**config.mk**
```make
export PLATFORM = sky130hd
export DESIGN_NAME = uart_rx_fifo_ctl
export DESIGN_NICKNAME = d
export VERILOG_FILES = /design/src/rtl/rxq_pkg.sv /design/src/rtl/rxq_ring.sv /design/src/rtl/rxq_char_clock.sv /design/src/rtl/rxq_idle_timer.sv /design/src/rtl/uart_rx_fifo_ctl.sv
export SDC_FILE = /design/constraint.sdc
export NUM_CORES = 1
export LEC_CHECK = 0
export ABC_CLOCK_PERIOD_IN_PS = 3500
export BUFFER_PORTS_ARGS = -buffer_cell sky130_fd_sc_hd__buf_2
export CAP_MARGIN = 10
export CORE_ASPECT_RATIO = 0.8
export CORE_MARGIN = 8
export CORE_UTILIZATION = 42
export DETAILED_ROUTE_END_ITERATION = 12
export GPL_ROUTABILITY_DRIVEN = 0
export PLACE_DENSITY_LB_ADDON = 0.05
export RECOVER_POWER = 50
export SETUP_SLACK_MARGIN = 0.02
export SLEW_MARGIN = 25
export SYNTH_ARGS = -nofsm -noshare
export SYNTH_HDL_FRONTEND = slang
export SYNTH_HIERARCHICAL = 1
export SYNTH_SLANG_ARGS = --single-unit
```
**constraint.sdc**
```tcl
create_clock -name clk -period 3.5 [get_ports clk]
set_input_delay 0.35 -clock clk [delete_from_list [all_inputs] [get_ports clk]]
set_output_delay 0.35 -clock clk [all_outputs]
set_load 0.01 [all_outputs]
```
**src/rtl/rxq_pkg.sv**
```systemverilog
// Shared types and helpers for the receive queue.
// Assumes the queue depth is at least the largest trigger threshold (14).
package rxq_pkg;

    typedef enum logic [1:0] {
        TRIG_ONE  = 2'b00,
        TRIG_FOUR = 2'b01,
        TRIG_EGHT = 2'b10,
        TRIG_FRTN = 2'b11
    } trig_sel_e;

    // Map the trigger select field to a byte threshold.
    function automatic int trig_threshold(trig_sel_e sel);
        case (sel)
            TRIG_ONE:  return 1;
            TRIG_FOUR: return 4;
            TRIG_EGHT: return 8;
            default:   return 14;
        endcase
    endfunction

    // Bits per character: start + data + optional parity + stop.
    function automatic int frame_bits(logic [3:0] cfg);
        return 1 + (int'(cfg[1:0]) + 5) + int'(cfg[3]) + (cfg[2] ? 2 : 1);
    endfunction

endpackage

```
**src/rtl/rxq_ring.sv**
```systemverilog
// Circular byte store with occupancy count.
// A pop is applied before a push, so a full store accepts a push when a pop
// happens in the same cycle. A push that cannot be stored raises drop.
module rxq_ring #(
    parameter int DEPTH = 16,
    parameter int WIDTH = 8,
    localparam int AW = $clog2(DEPTH),
    localparam int CW = $clog2(DEPTH + 1)
) (
    input  logic             clk,
    input  logic             rst_n,
    input  logic             clr,
    input  logic             push,
    input  logic             pop,
    input  logic [WIDTH-1:0] din,
    output logic [WIDTH-1:0] head,
    output logic [CW-1:0]    count,
    output logic             full,
    output logic             empty,
    output logic             drop
);

    logic [WIDTH-1:0] mem [DEPTH];
    logic [AW-1:0]    rd_ptr, wr_ptr;
    logic             do_push, do_pop;

    function automatic logic [AW-1:0] ptr_inc(logic [AW-1:0] p);
        return (p == AW'(DEPTH - 1)) ? '0 : p + 1'b1;
    endfunction

    assign empty   = (count == '0);
    assign full    = (count == CW'(DEPTH));
    assign do_pop  = pop && !empty;
    assign do_push = push && (!full || do_pop);
    assign drop    = push && !do_push;
    assign head    = empty ? '0 : mem[rd_ptr];

    // Pointer and count update.
    always_ff @(posedge clk) begin
        if (!rst_n || clr) begin
            rd_ptr <= '0;
            wr_ptr <= '0;
            count  <= '0;
        end else begin
            if (do_push) wr_ptr <= ptr_inc(wr_ptr);
            if (do_pop)  rd_ptr <= ptr_inc(rd_ptr);
            count <= count + CW'(do_push) - CW'(do_pop);
        end
    end

    // Storage write.
    always_ff @(posedge clk) begin
        if (rst_n && !clr && do_push) mem[wr_ptr] <= din;
    end

    assert_no_overflow_R3: assert property (@(posedge clk) disable iff (!rst_n)
        count <= CW'(DEPTH));

    assert_full_keeps_R3: assert property (@(posedge clk) disable iff (!rst_n)
        full && push && !pop && !clr |=> full && $stable(rd_ptr));

endmodule

```
**src/rtl/rxq_char_clock.sv**
```systemverilog
// Turns per-bit ticks into one pulse per character time for the line format
// in cfg. Restart zeroes the bit count so the next character begins fresh.
module rxq_char_clock #(
    parameter int FBW = 4
) (
    input  logic       clk,
    input  logic       rst_n,
    input  logic       restart,
    input  logic       bit_tick,
    input  logic [3:0] cfg,
    output logic       char_tick
);
    import rxq_pkg::*;

    logic [FBW-1:0] bit_cnt;
    logic [FBW-1:0] fbits;

    assign fbits     = FBW'(frame_bits(cfg));
    assign char_tick = bit_tick && !restart && (bit_cnt >= fbits - 1'b1);

    // Count bit ticks within the current character.
    always_ff @(posedge clk) begin
        if (!rst_n || restart) bit_cnt <= '0;
        else if (bit_tick)     bit_cnt <= char_tick ? '0 : bit_cnt + 1'b1;
    end

    assert_char_bound_R12: assert property (@(posedge clk) disable iff (!rst_n)
        $past(char_tick) |-> bit_cnt == '0);

endmodule

```
**src/rtl/rxq_idle_timer.sv**
```systemverilog
// Counts CHARS character ticks after a restart and pulses expire on the last.
// Halt stops it and wins over restart; it stays idle until the next restart.
module rxq_idle_timer #(
    parameter int CHARS = 4,
    localparam int TW = $clog2(CHARS + 1)
) (
    input  logic clk,
    input  logic rst_n,
    input  logic restart,
    input  logic halt,
    input  logic char_tick,
    output logic expire
);

    logic          run;
    logic [TW-1:0] cnt;

    assign expire = run && !restart && !halt && char_tick && (cnt == TW'(CHARS - 1));

    // Window state: idle, or running with a count of elapsed characters.
    always_ff @(posedge clk) begin
        if (!rst_n || halt) begin
            run <= 1'b0;
            cnt <= '0;
        end else if (restart) begin
            run <= 1'b1;
            cnt <= '0;
        end else if (run && char_tick) begin
            run <= !expire;
            cnt <= expire ? '0 : cnt + 1'b1;
        end
    end

    assert_timer_bound_R6: assert property (@(posedge clk) disable iff (!rst_n)
        cnt < TW'(CHARS));

endmodule

```
**src/rtl/uart_rx_fifo_ctl.sv**
```systemverilog
// Receive queue control for a serial port: status flags, trigger level,
// idle timeout and the single-register mode used when queueing is off.
// Assumes rx_valid/rx_break are single-cycle events from the deserialiser
// (break wins if both), and host read strobes are one cycle per access.
module uart_rx_fifo_ctl #(
    parameter int DEPTH         = 16,
    parameter int TIMEOUT_CHARS = 4,
    localparam int CW = $clog2(DEPTH + 1)
) (
    input  logic          clk,
    input  logic          rst_n,
    input  logic          rx_valid,
    input  logic [7:0]    rx_data,
    input  logic          rx_break,
    input  logic          bit_tick,
    input  logic [3:0]    frame_cfg,
    input  logic          fcr_wr,
    input  logic [7:0]    fcr_data,
    input  logic          rbr_rd,
    input  logic          lsr_rd,
    output logic [7:0]    rbr_data,
    output logic          data_ready,
    output logic          break_flag,
    output logic          overrun,
    output logic [CW-1:0] fifo_level,
    output logic          trig_hit,
    output logic          timeout_pend,
    output logic          fifo_on,
    output logic          tx_flush
);
    import rxq_pkg::*;

    trig_sel_e     trig_q;
    logic [7:0]    hold_q;
    logic [7:0]    ring_head, in_byte;
    logic          ring_full, ring_empty, ring_drop;
    logic          en_flip, rx_flush, rx_in;
    logic          q_push, q_pop, last_read, win_restart, win_halt;
    logic          char_tick, expire;
    logic [CW-1:0] thresh;
    logic          unused_bits;

    assign unused_bits = ^{fcr_data[5:3], ring_full, ring_empty};

    assign en_flip  = fcr_wr && (fcr_data[0] != fifo_on);
    assign rx_flush = fcr_wr && (fcr_data[1] || en_flip);
    assign tx_flush = fcr_wr && (fcr_data[2] || en_flip);
    assign rx_in    = rx_valid || rx_break;
    assign in_byte  = rx_break ? 8'h00 : rx_data;
    assign q_push   = fifo_on && rx_in && !rx_flush;
    assign q_pop    = fifo_on && rbr_rd && !rx_flush;
    // A read that leaves nothing behind (single-register mode always does).
    assign last_read   = rbr_rd && (!fifo_on || fifo_level <= CW'(1));
    assign win_halt    = rx_flush || !fifo_on;
    assign win_restart = q_push || (q_pop && fifo_level > CW'(1));
    assign thresh      = CW'(trig_threshold(trig_q));
    assign trig_hit    = fifo_on ? (fifo_level >= thresh) : data_ready;
    assign rbr_data    = fifo_on ? ring_head : hold_q;

    rxq_ring #(.DEPTH(DEPTH), .WIDTH(8)) u_ring (
        .clk   (clk),
        .rst_n (rst_n),
        .clr   (rx_flush),
        .push  (q_push),
        .pop   (q_pop),
        .din   (in_byte),
        .head  (ring_head),
        .count (fifo_level),
        .full  (ring_full),
        .empty (ring_empty),
        .drop  (ring_drop)
    );

    rxq_char_clock #(.FBW(4)) u_char (
        .clk       (clk),
        .rst_n     (rst_n),
        .restart   (win_restart),
        .bit_tick  (bit_tick),
        .cfg       (frame_cfg),
        .char_tick (char_tick)
    );

    rxq_idle_timer #(.CHARS(TIMEOUT_CHARS)) u_idle (
        .clk       (clk),
        .rst_n     (rst_n),
        .restart   (win_restart),
        .halt      (win_halt),
        .char_tick (char_tick),
        .expire    (expire)
    );

    // Control register: queue enable and trigger select.
    always_ff @(posedge clk) begin
        if (!rst_n) begin
            fifo_on <= 1'b0;
            trig_q  <= TRIG_ONE;
        end else if (fcr_wr) begin
            fifo_on <= fcr_data[0];
            trig_q  <= trig_sel_e'(fcr_data[7:6]);
        end
    end

    // Single holding register used while queueing is off.
    always_ff @(posedge clk) begin
        if (!rst_n)                                 hold_q <= 8'h00;
        else if (!fifo_on && rx_in && !rx_flush)    hold_q <= in_byte;
    end

    // Data-ready and break flags; a new arrival wins over any clear.
    always_ff @(posedge clk) begin
        if (!rst_n || rx_flush) begin
            data_ready <= 1'b0;
            break_flag <= 1'b0;
        end else begin
            data_ready <= rx_in || (data_ready && !last_read);
            break_flag <= rx_break || (break_flag && !last_read && !lsr_rd);
        end
    end

    // Overrun: queue drop, or a new byte over an unread holding register.
    always_ff @(posedge clk) begin
        if (!rst_n) begin
            overrun <= 1'b0;
        end else begin
            overrun <= ring_drop
                    || (!fifo_on && rx_in && !rx_flush && data_ready && !rbr_rd)
                    || (overrun && !lsr_rd);
        end
    end

    // Idle timeout flag: cleared by a read or receive reset, set on expiry.
    always_ff @(posedge clk) begin
        if (!rst_n || rx_flush || (fifo_on && rbr_rd)) timeout_pend <= 1'b0;
        else if (expire && fifo_level != '0)         timeout_pend <= 1'b1;
    end

    assert_read_empties_R7: assert property (@(posedge clk) disable iff (!rst_n)
        fifo_on && rbr_rd && fifo_level == CW'(1) && !rx_in && !fcr_wr
        |=> !data_ready && !break_flag);

    assert_timeout_has_data_R6: assert property (@(posedge clk) disable iff (!rst_n)
        $rose(timeout_pend) |-> fifo_level != '0);

    assert_rx_reset_R8: assert property (@(posedge clk) disable iff (!rst_n)
        fcr_wr && fcr_data[1] |=> fifo_level == '0 && !data_ready && !timeout_pend);

    assert_enable_flip_R9: assert property (@(posedge clk) disable iff (!rst_n)
        fcr_wr && (fcr_data[0] != fifo_on) |=> fifo_level == '0 && !data_ready);

    assert_lsr_clear_R11: assert property (@(posedge clk) disable iff (!rst_n)
        lsr_rd && !rx_in |=> !break_flag && !overrun);

endmodule

```
# Word-level counts from Yosys, hierarchy flattened
# Memories as Yosys holds them, arrays and structs flattened. A register that Yosys moved wholly into a read port is not among the register bits.
# Index checks and enable logic that the tools add are counted.
# W data, S select, Z words.
[word_totals] mem_count=1 ff_bits=36 ramBits=128 out_inout_bits=20 romBits=0 latchBits=0 word_cells=114
[memory_table] name="u_ring.mem" depth=16 word_bits=8 rd=1 rd_ports_with_merged_regs=1 write_ports=1 line_no="rxq_ring.sv:23" rtl="logic [WIDTH-1:0] mem [DEPTH];"
[classes] div=0 muxes=16 n_mul=0 n_eq_ne=7 reduce_logical=62 bitwise=0 addsub=11 magnitude_cmp=4 shift=0
[op_table] op="$logic_and A1 B1 Y1" n=30
[op_table] op="$mux W8" n=3
[op_table] op="$mux W4" n=5
[op_table] op="$logic_or A1 B1 Y1" n=15
[op_table] op="$add A4 B1 Y4 const B" n=3
[op_table] op="$logic_not A1 Y1" n=12
[op_table] op="$pmux W4 S3" n=1
[op_table] op="$eq A4 B4 Y1 const B" n=2
[op_table] op="$add A5 B1 Y5" n=1
[op_table] op="$eq A5 B5 Y1 const B" n=1
[op_table] op="$ge A5 B5 Y1" n=1
[op_table] op="$gt A5 B1 Y1 const B" n=1
[op_table] op="$le A5 B1 Y1 const B" n=1
[op_table] op="$logic_not A5 Y1" n=1
[op_table] op="$mux W1" n=5
[op_table] op="$reduce_bool A5 Y1" n=1
[op_table] op="$sub A5 B1 Y5" n=1
[op_table] op="$add A2 B3 Y4 const B" n=1
[op_table] op="$add A2 B4 Y4 const A" n=1
[op_table] op="$add A4 B2 Y4" n=1
[op_table] op="$add A4 B4 Y4" n=1
[op_table] op="$ge A4 B4 Y1" n=1
[op_table] op="$sub A4 B1 Y4 const B" n=1
[op_table] op="$add A3 B1 Y3 const B" n=1
[op_table] op="9 further kinds" n=9

# Longest topological paths before layout
# Gate-level depths: netlist (run 1).
[logic_depth] word_depth=16 ltp_mapped=14 ltp_nobuf=14

# By module
# The synthesis (run 1) kept the hierarchy.
[by_module_without_submodules] mod="rxq_ring" area_each_um2=5873.1 n_inst=1 cells_each=318
[by_module_without_submodules] mod="uart_rx_fifo_ctl" area_each_um2=991.0 n_inst=1 cells_each=117
[by_module_without_submodules] mod="rxq_char_clock" area_each_um2=450.4 n_inst=1 cells_each=48
[by_module_without_submodules] mod="rxq_idle_timer" area_each_um2=183.9 n_inst=1 cells_each=22

# Least setup slack after synthesis (run 1)
# Ideal clock, no wire load.
[synth_timing] kind="input to register" from="input port frame_cfg[3]" to="register timeout_pend" path_buffers=0 stages=14 t_required_ns=3.405 slack_ns=0.455 t_arrival_ns=2.950 cell_sequence="inv_1 ha_1 inv_1 ha_1 fa_1 xor2_1 ha_1 o21a_1 nor2_1 nor4b_1 nand3_1 nor4_1 o21ai_1 a221oi_1"
[synth_via] elab_chain_cells=8
[synth_rtl] element="start: declaration" line_no="uart_rx_fifo_ctl.sv:16" rtl="input logic [3:0] frame_cfg,"
[synth_rtl] element="$add A4 B2 Y4" line_no="rxq_pkg.sv:24" rtl="return 1 + (int'(cfg[1:0]) + 5) + int'(cfg[3]) + (cfg[2] ? 2 : 1);"
[synth_rtl] element="$add A4 B4 Y4" line_no="rxq_pkg.sv:24"
[synth_rtl] element="$sub A4 B1 Y4" line_no="rxq_char_clock.sv:19" rtl="assign char_tick = bit_tick && !restart && (bit_cnt >= fbits - 1'b1);"
[synth_rtl] element="$ge A4 B4 Y1" line_no="rxq_char_clock.sv:19"
[synth_rtl] element="$logic_and A1 B1 Y1" line_no="rxq_char_clock.sv:19"
[synth_rtl] element="via char_tick" line_no="uart_rx_fifo_ctl.sv:39" rtl="logic char_tick, expire;"
[synth_rtl] element="$logic_and A1 B1 Y1 (2 in series)" line_no="rxq_idle_timer.sv:18" rtl="assign expire = run && !restart && !halt && char_tick && (cnt == TW'(CHARS - 1));"
[synth_rtl] element="via expire" line_no="uart_rx_fifo_ctl.sv:39"
[synth_rtl] element="$logic_and A1 B1 Y1" line_no="uart_rx_fifo_ctl.sv:134" rtl="else if (expire && fifo_level != '0) timeout_pend <= 1'b1;"
[synth_rtl] element="end signal: assignment" line_no="uart_rx_fifo_ctl.sv:133" rtl="if (!rst_n || rx_flush || (fifo_on && rbr_rd)) timeout_pend <= 1'b0;"
[synth_rtl] element="end signal: assignment" line_no="uart_rx_fifo_ctl.sv:134"
[synth_rtl] element="end: declaration" line_no="uart_rx_fifo_ctl.sv:27" rtl="output logic timeout_pend,"
# The timed path passes the listed nets, and every way through them passes these cells.
# A chain may end at the register's enable or synchronous reset.

==> reports/metrics.yaml, run 1 <==
status: "finished clean"
powerDensity_mw_per_mm2: 523
ant_nets: 0
p_leak_nw: 3.02
detailedRoute.firstIterationViolations: 288
fin_crit_ns: 3.30
drc: 0
synth_nets: 559
hp-class: "in2reg"
area_delta_synth_final_pct: 15.9
path_clk_slew_ns: 0.06
io_pins: 48
grt_antenna_before_repair: 0
maxCapViolations: 0
final_common_cell: "edfxtp_1"
worst_slew_pin_slew_ns: 1.06
critPathLaunchType: "register"
die_h_um: 135
clkLatencyLatePin_ns: 0.42
chipWidth_um: 165
io_buffers: 44
crit_type: "reg2out"
dp_slack_ns: 0.271
whs_ns: 0.165
p_total_mw: 4.54
drt-pass1-iter-count: 4
crit_arrival_ns: 2.95
setup_viol_count_final: 0
vdd_drop_max_mv: 0.427
cp_top_family: "multiplexers"
cts_inserted_buffers: 17
cpPeakStageDelay_ns: 0.57
setup_tns_ns: 0
fmax_mhz: 303
cts-root-buf: "clkbuf_16"
path_buf_inv: 3
rr_startpoint: "u_ring/count[2]$_SDFF_PP0_"
dpl.cell_count: 776
cp-end-kind: "output port"
timing.final.hold_violations: 0
grt_max_degree: 33
drive_gt1_frac: 0.204
vias: 4297
rows: 43
critPathMaxFanout: 20
nets: 625
die-area_mm2: 0.0224
cts_sinks: 168
stdcell_count: 808
syn_area_mm2: 0.00749
start_util: 0.430
worst-endpoint-required_ns: 3.15
wirelength_um: 16900
yosys_warnings: 6
diodes: 0
grt_setup_unrepaired: "no"
most-common-layout-cells: "edfxtp_1, dfxtp_1, nor2_1"
cp_slowest_cell: "mux4_1"
grt_overflow: 0
core-area_mm2: 0.0174
grt_pass1_wl_um: 25800
wire_per_inst_um: 20.9
ctsResizeCount: 0
netlist_instances: 504
cts_tree: "yes"
viasPerCell: 5.32
track_usage: 0.157
skew_ns: 0.00739
maxSlewHeadroom: 0.296
cts_max_path_buffers: 2
htreeDepth: 4
setup_ws_ns: 0.203
dp_hpwl_um: 11500
period_share: 0.942
holdBufCountCts: 0
hp-start: "rbr_rd"
grt_pass1_vias: 4367
cts_setup_buffers: 0
crit_chain: "buf_4 -> buf_4 -> mux4_1 -> a211oi_1 -> a211oi_1 -> mux2_1 -> buf_2"
maxSlewViolCount: 0
syn_area_per_cell_um2: 14.9
## state kept, by name, summed over array words and instances, names as in the netlist, named ones only
register and cells:
u_ring/mem 128, hold_q 8, u_ring/count 5, u_char/bit_cnt 4, u_ring/rd_ptr 4, u_ring/wr_ptr 4, u_idle/cnt 3, trig_q 2
break_flag 1, data_ready 1, fifo_on 1, overrun 1, timeout_pend 1, u_idle/run 1
## report_power, final
part | total, mW | internal (mW) | leakage [nW] | switching, mW
logic | 0.229 | 0.0869 | 1.24 | 0.142
registers | 2.17 | 2.15 | 1.45 | 0.0111
clock network | 2.15 | 1.36 | 0.326 | 0.792
## metrics by stage
stage	instance area (µm²)	utilization
2_1_floorplan	7490	-
3_3_place_gp	8050	0.462
3_5_place_dp	8050	0.462
4_1_cts	8730	0.501
5_1_grt	8690	0.498
6_report	8690	0.498
## worst reg2reg max path: stages, from the launching register on
cell and delay [ns]:
dfxtp_1 0.36, inv_1 0.10, ha_1 0.17, or4b_1 0.54, nand2_1 0.22, or2_2 0.18
nand2_1 0.06, ha_1 0.21, fa_1 0.41, a21oi_1 0.15, nor2_1 0.07, or3_1 0.34
a21oi_1 0.14
## routing by layer
metal / track usage / vias to the layer above / wire length (µm)
met5: 0 / - / 0
met4: 0.0411 / 0 / 174
met3: 0.0313 / 11 / 675
met2: 0.242 / 62 / 7910
met1: 0.223 / 2186 / 8120
li1: - / 2038 / -
## path summary, 6_finish.rpt
kind,to,slack [ns],cells after the start
worst max-delay path,rbr_data[7],0.20,7
worst min-delay path,timeout_pend$_SDFFE_PP0P_,0.17,2
worst max register to register,u_ring/count[4]$_SDFF_PP0_,0.47,12
worst min register to register,u_idle/cnt[1]$_SDFFE_PP0P_,0.46,2
## final cells by class
cell class | count | area (µm²)
Fill cell | 1535 | 8740
Clock inverter | 15 | 256
Sequential cell | 168 | 4640
Timing Repair Buffer | 68 | 392
Inverter | 23 | 86.3
Multi-Input combinational cell | 292 | 2600
Clock buffer | 17 | 425
Tap cell | 225 | 282
Note: power is estimated with default switching activity, not from simulation.
==> run 2, diff against run 1 <==
==> constraint.sdc (replaced) <==
create_clock -name clk -period 3.5 [get_ports clk]
set_input_delay 0.7 -clock clk [delete_from_list [all_inputs] [get_ports clk]]
set_output_delay 0.7 -clock clk [all_outputs]
set_load 0.01 [all_outputs]
==> run 2 against run 1 <==
Effect of this change: setup slack got worse by 0.091 ns; die area stayed put; cell area is 0.89% higher; cell count rose by 1.1%; routed wire length fell by 1.5%; first-iteration DRC count decreased by 7.6%.
==> reports/metrics.yaml, run 2 (synthesis results as in run 1) <==
fin_area_mm2: 0.00877  # was 0.00869 mm²
maxSlewViolCount: 0  # unchanged
die-area_mm2: 0.0224  # unchanged
dr_wl_met2_um: 8100  # was 7910 µm
cpPeakStageDelay_ns: 0.59  # was 0.57 ns
maxSlewHeadroom: 0.349  # was 0.296
detailedRoute.firstIterationViolations: 266  # was 288
wirelength_um: 16600  # was 16900 µm
cts_tree: "yes"  # unchanged
cts_max_path_buffers: 2  # unchanged
wire_per_inst_um: 20.3  # was 20.9 µm
cts_setup_buffers: 0  # unchanged
drt-pass1-iter-count: 5  # was 4
fin_util: 0.503  # was 0.498
p_leak_nw: 3.06  # was 3.02 nW
rows: 43  # unchanged
path_clk_slew_ns: 0.06  # about the same
htreeDepth: 4  # unchanged
skew_ns: 0.00958  # was 0.00739 ns
area_delta_synth_final_pct: 17.0  # was 15.9%
critPathMaxFanout: 16  # was 20
grt_setup_unrepaired: "yes"  # was no
vdd_drop_max_mv: 0.359  # was 0.427 mV
fin_crit_ns: 3.39  # was 3.30 ns
final_common_cell: "edfxtp_1"  # unchanged
timing.final.hold_violations: 0  # unchanged
drt-met1-wl_um: 7750  # was 8120 µm
ant_nets: 0  # unchanged
cp_top_family: "multiplexers"  # unchanged
cts-root-buf: "clkbuf_16"  # unchanged
start_util: 0.430  # unchanged
dp_hpwl_um: 11200  # was 11500 µm
period_share: 0.968  # was 0.942
nets: 634  # was 625
path_buf_inv: 2  # was 3
wl_met3_um: 583  # was 675 µm
cp_slowest_cell: "mux4_1"  # unchanged
cp-end-kind: "output port"  # unchanged
critPathLaunchType: "register"  # unchanged
grt_pass1_vias: 4454  # was 4367
rr_startpoint: "fifo_on$_SDFFE_PN0P_"  # was u_ring/count[2]$_SDFF_PP0_
vias: 4393  # was 4297
grt_pass1_wl_um: 25600  # was 25800 µm
worst-endpoint-required_ns: 2.80  # was 3.15 ns
maxCapViolations: 0  # unchanged
p_total_mw: 4.37  # was 4.54 mW
die_h_um: 135  # unchanged
most-common-layout-cells: "edfxtp_1, nor2_1, dfxtp_1"  # was edfxtp_1, dfxtp_1, nor2_1
reg_top3: "u_ring/mem (128), hold_q (8), u_ring/count (5)"  # unchanged
fillers: 1520  # was 1535
core-area_mm2: 0.0174  # unchanged
drive_gt1_frac: 0.228  # was 0.204
grt_overflow: 0  # unchanged
dpl_cell_area_mm2: 0.00812  # was 0.00805 mm²
hp-class: "reg2reg"  # was in2reg
viasPerCell: 5.38  # was 5.32
drc: 0  # unchanged
top_layer: "met4"  # unchanged
top_register: "u_ring/mem"  # unchanged
largest_reg_flops: 128  # unchanged
cts_inserted_buffers: 17  # unchanged
io_pins: 48  # unchanged
clkLatencyLatePin_ns: 0.42  # about the same
powerDensity_mw_per_mm2: 499  # was 523 mW/mm²
crit_chain: "buf_12 -> mux4_1 -> nor2b_1 -> a211oi_2 -> a211oi_1 -> mux2_2 -> buf_2"  # was buf_4 -> buf_4 -> mux4_1 -> a211oi_1 -> a211oi_1 -> mux2_1 -> buf_2
worst_slew_pin_slew_ns: 0.977  # was 1.06 ns
diodes: 0  # unchanged
grt_antenna_before_repair: 0  # unchanged
chipWidth_um: 165  # unchanged
setup_viol_count_final: 0  # unchanged
hp-start: "u_idle/cnt[2]$_SDFFE_PP0P_"  # was rbr_rd
cts_sinks: 168  # unchanged
grt_max_degree: 33  # unchanged
crit_arrival_ns: 2.69  # was 2.95 ns
fmax_mhz: 295  # was 303 MHz
crit_type: "reg2out"  # unchanged
status: "finished clean"  # unchanged
track_usage: 0.155  # was 0.157
io_buffers: 44  # unchanged
## run 2: cell types whose count changed in the layout (fill, tap and decap cells not counted), sizes merged
cell and delta:
bufbuf +1, clkinvlp -1, clkinv +7, inv -4
bufinv -2, buf +8
## run 2: worst register-to-register path: cells and delay by family, from the launching register on
family	cells	cell delay, ns
XOR/XNOR	1	0.22
buffers and inverters	2	0.97
flip-flops	1	0.33
AND/OR/NAND/NOR	6	1.23
## run 2: per-layer routing
| metal | GRT usage | up-vias |
|---|---|---|
| met5 | 0 | - |
| met4 | 0.0500 | 0 |
| met3 | 0.0295 | 12 |
| met2 | 0.249 | 73 |
| met1 | 0.211 | 2242 |
| li1 | - | 2066 |
## run 2: path summary, 6_finish.rpt
| kind | to | slack [ns] | depth (start not counted) |
|---|---|---|---|
| setup / recovery | rbr_data[1] | 0.11 | 7 |
| hold / removal | u_idle/cnt[2]$_SDFFE_PP0P_ | 0.46 | 2 |
| setup reg to reg | u_ring/mem[11][0]$_DFFE_PP_ | 0.44 | 9 |
| hold reg to reg | u_idle/cnt[2]$_SDFFE_PP0P_ | 0.46 | 2 |
## run 2: power breakdown
group	leakage (nW)	internal, mW	total, mW	switching (mW)
logic	1.30	0.0956	0.241	0.145
registers	1.45	2.15	2.17	0.0119
clock network	0.303	1.20	1.97	0.768
## run 2: cell type report
type | count | area [µm²] | share of cell area
flip-flops and latches | 168 | 4650 | 0.530
multi-input cells | 292 | 2630 | 0.300
repair buffers | 77 | 499 | 0.0570
clock buffers | 17 | 425 | 0.0485
well taps | 225 | 282 | 0.0321
clock inverters | 15 | 198 | 0.0226
inverters | 23 | 86.3 | 0.00985
## run 2: stage by stage
| stage | setup TNS (ns) | setup WS [ns] | hold WS (ns) | cells |
|---|---|---|---|---|
| 6_report | 0 | 0.111 | 0.458 | 817 |
| 5_1_grt | 0 | 0.0176 | 0.471 | 817 |
| 4_1_cts | 0 | 0.0143 | 0.459 | 817 |
| 3_5_place_dp | -0.00352 | -0.00352 | 0.450 | 784 |
| 3_3_place_gp | 0 | 0.0487 | 0.440 | 784 |
| 2_1_floorplan | 0 | 0.105 | 0.431 | 504 |
## run 2: timing repair
item                                    in CTS  in global routing
endpoints found under the setup margin       6                  3
gates resized for setup                      7                  2
gates cloned                                 1                  0
hold buffers                                 0                  0
pin swaps                                    0                  2
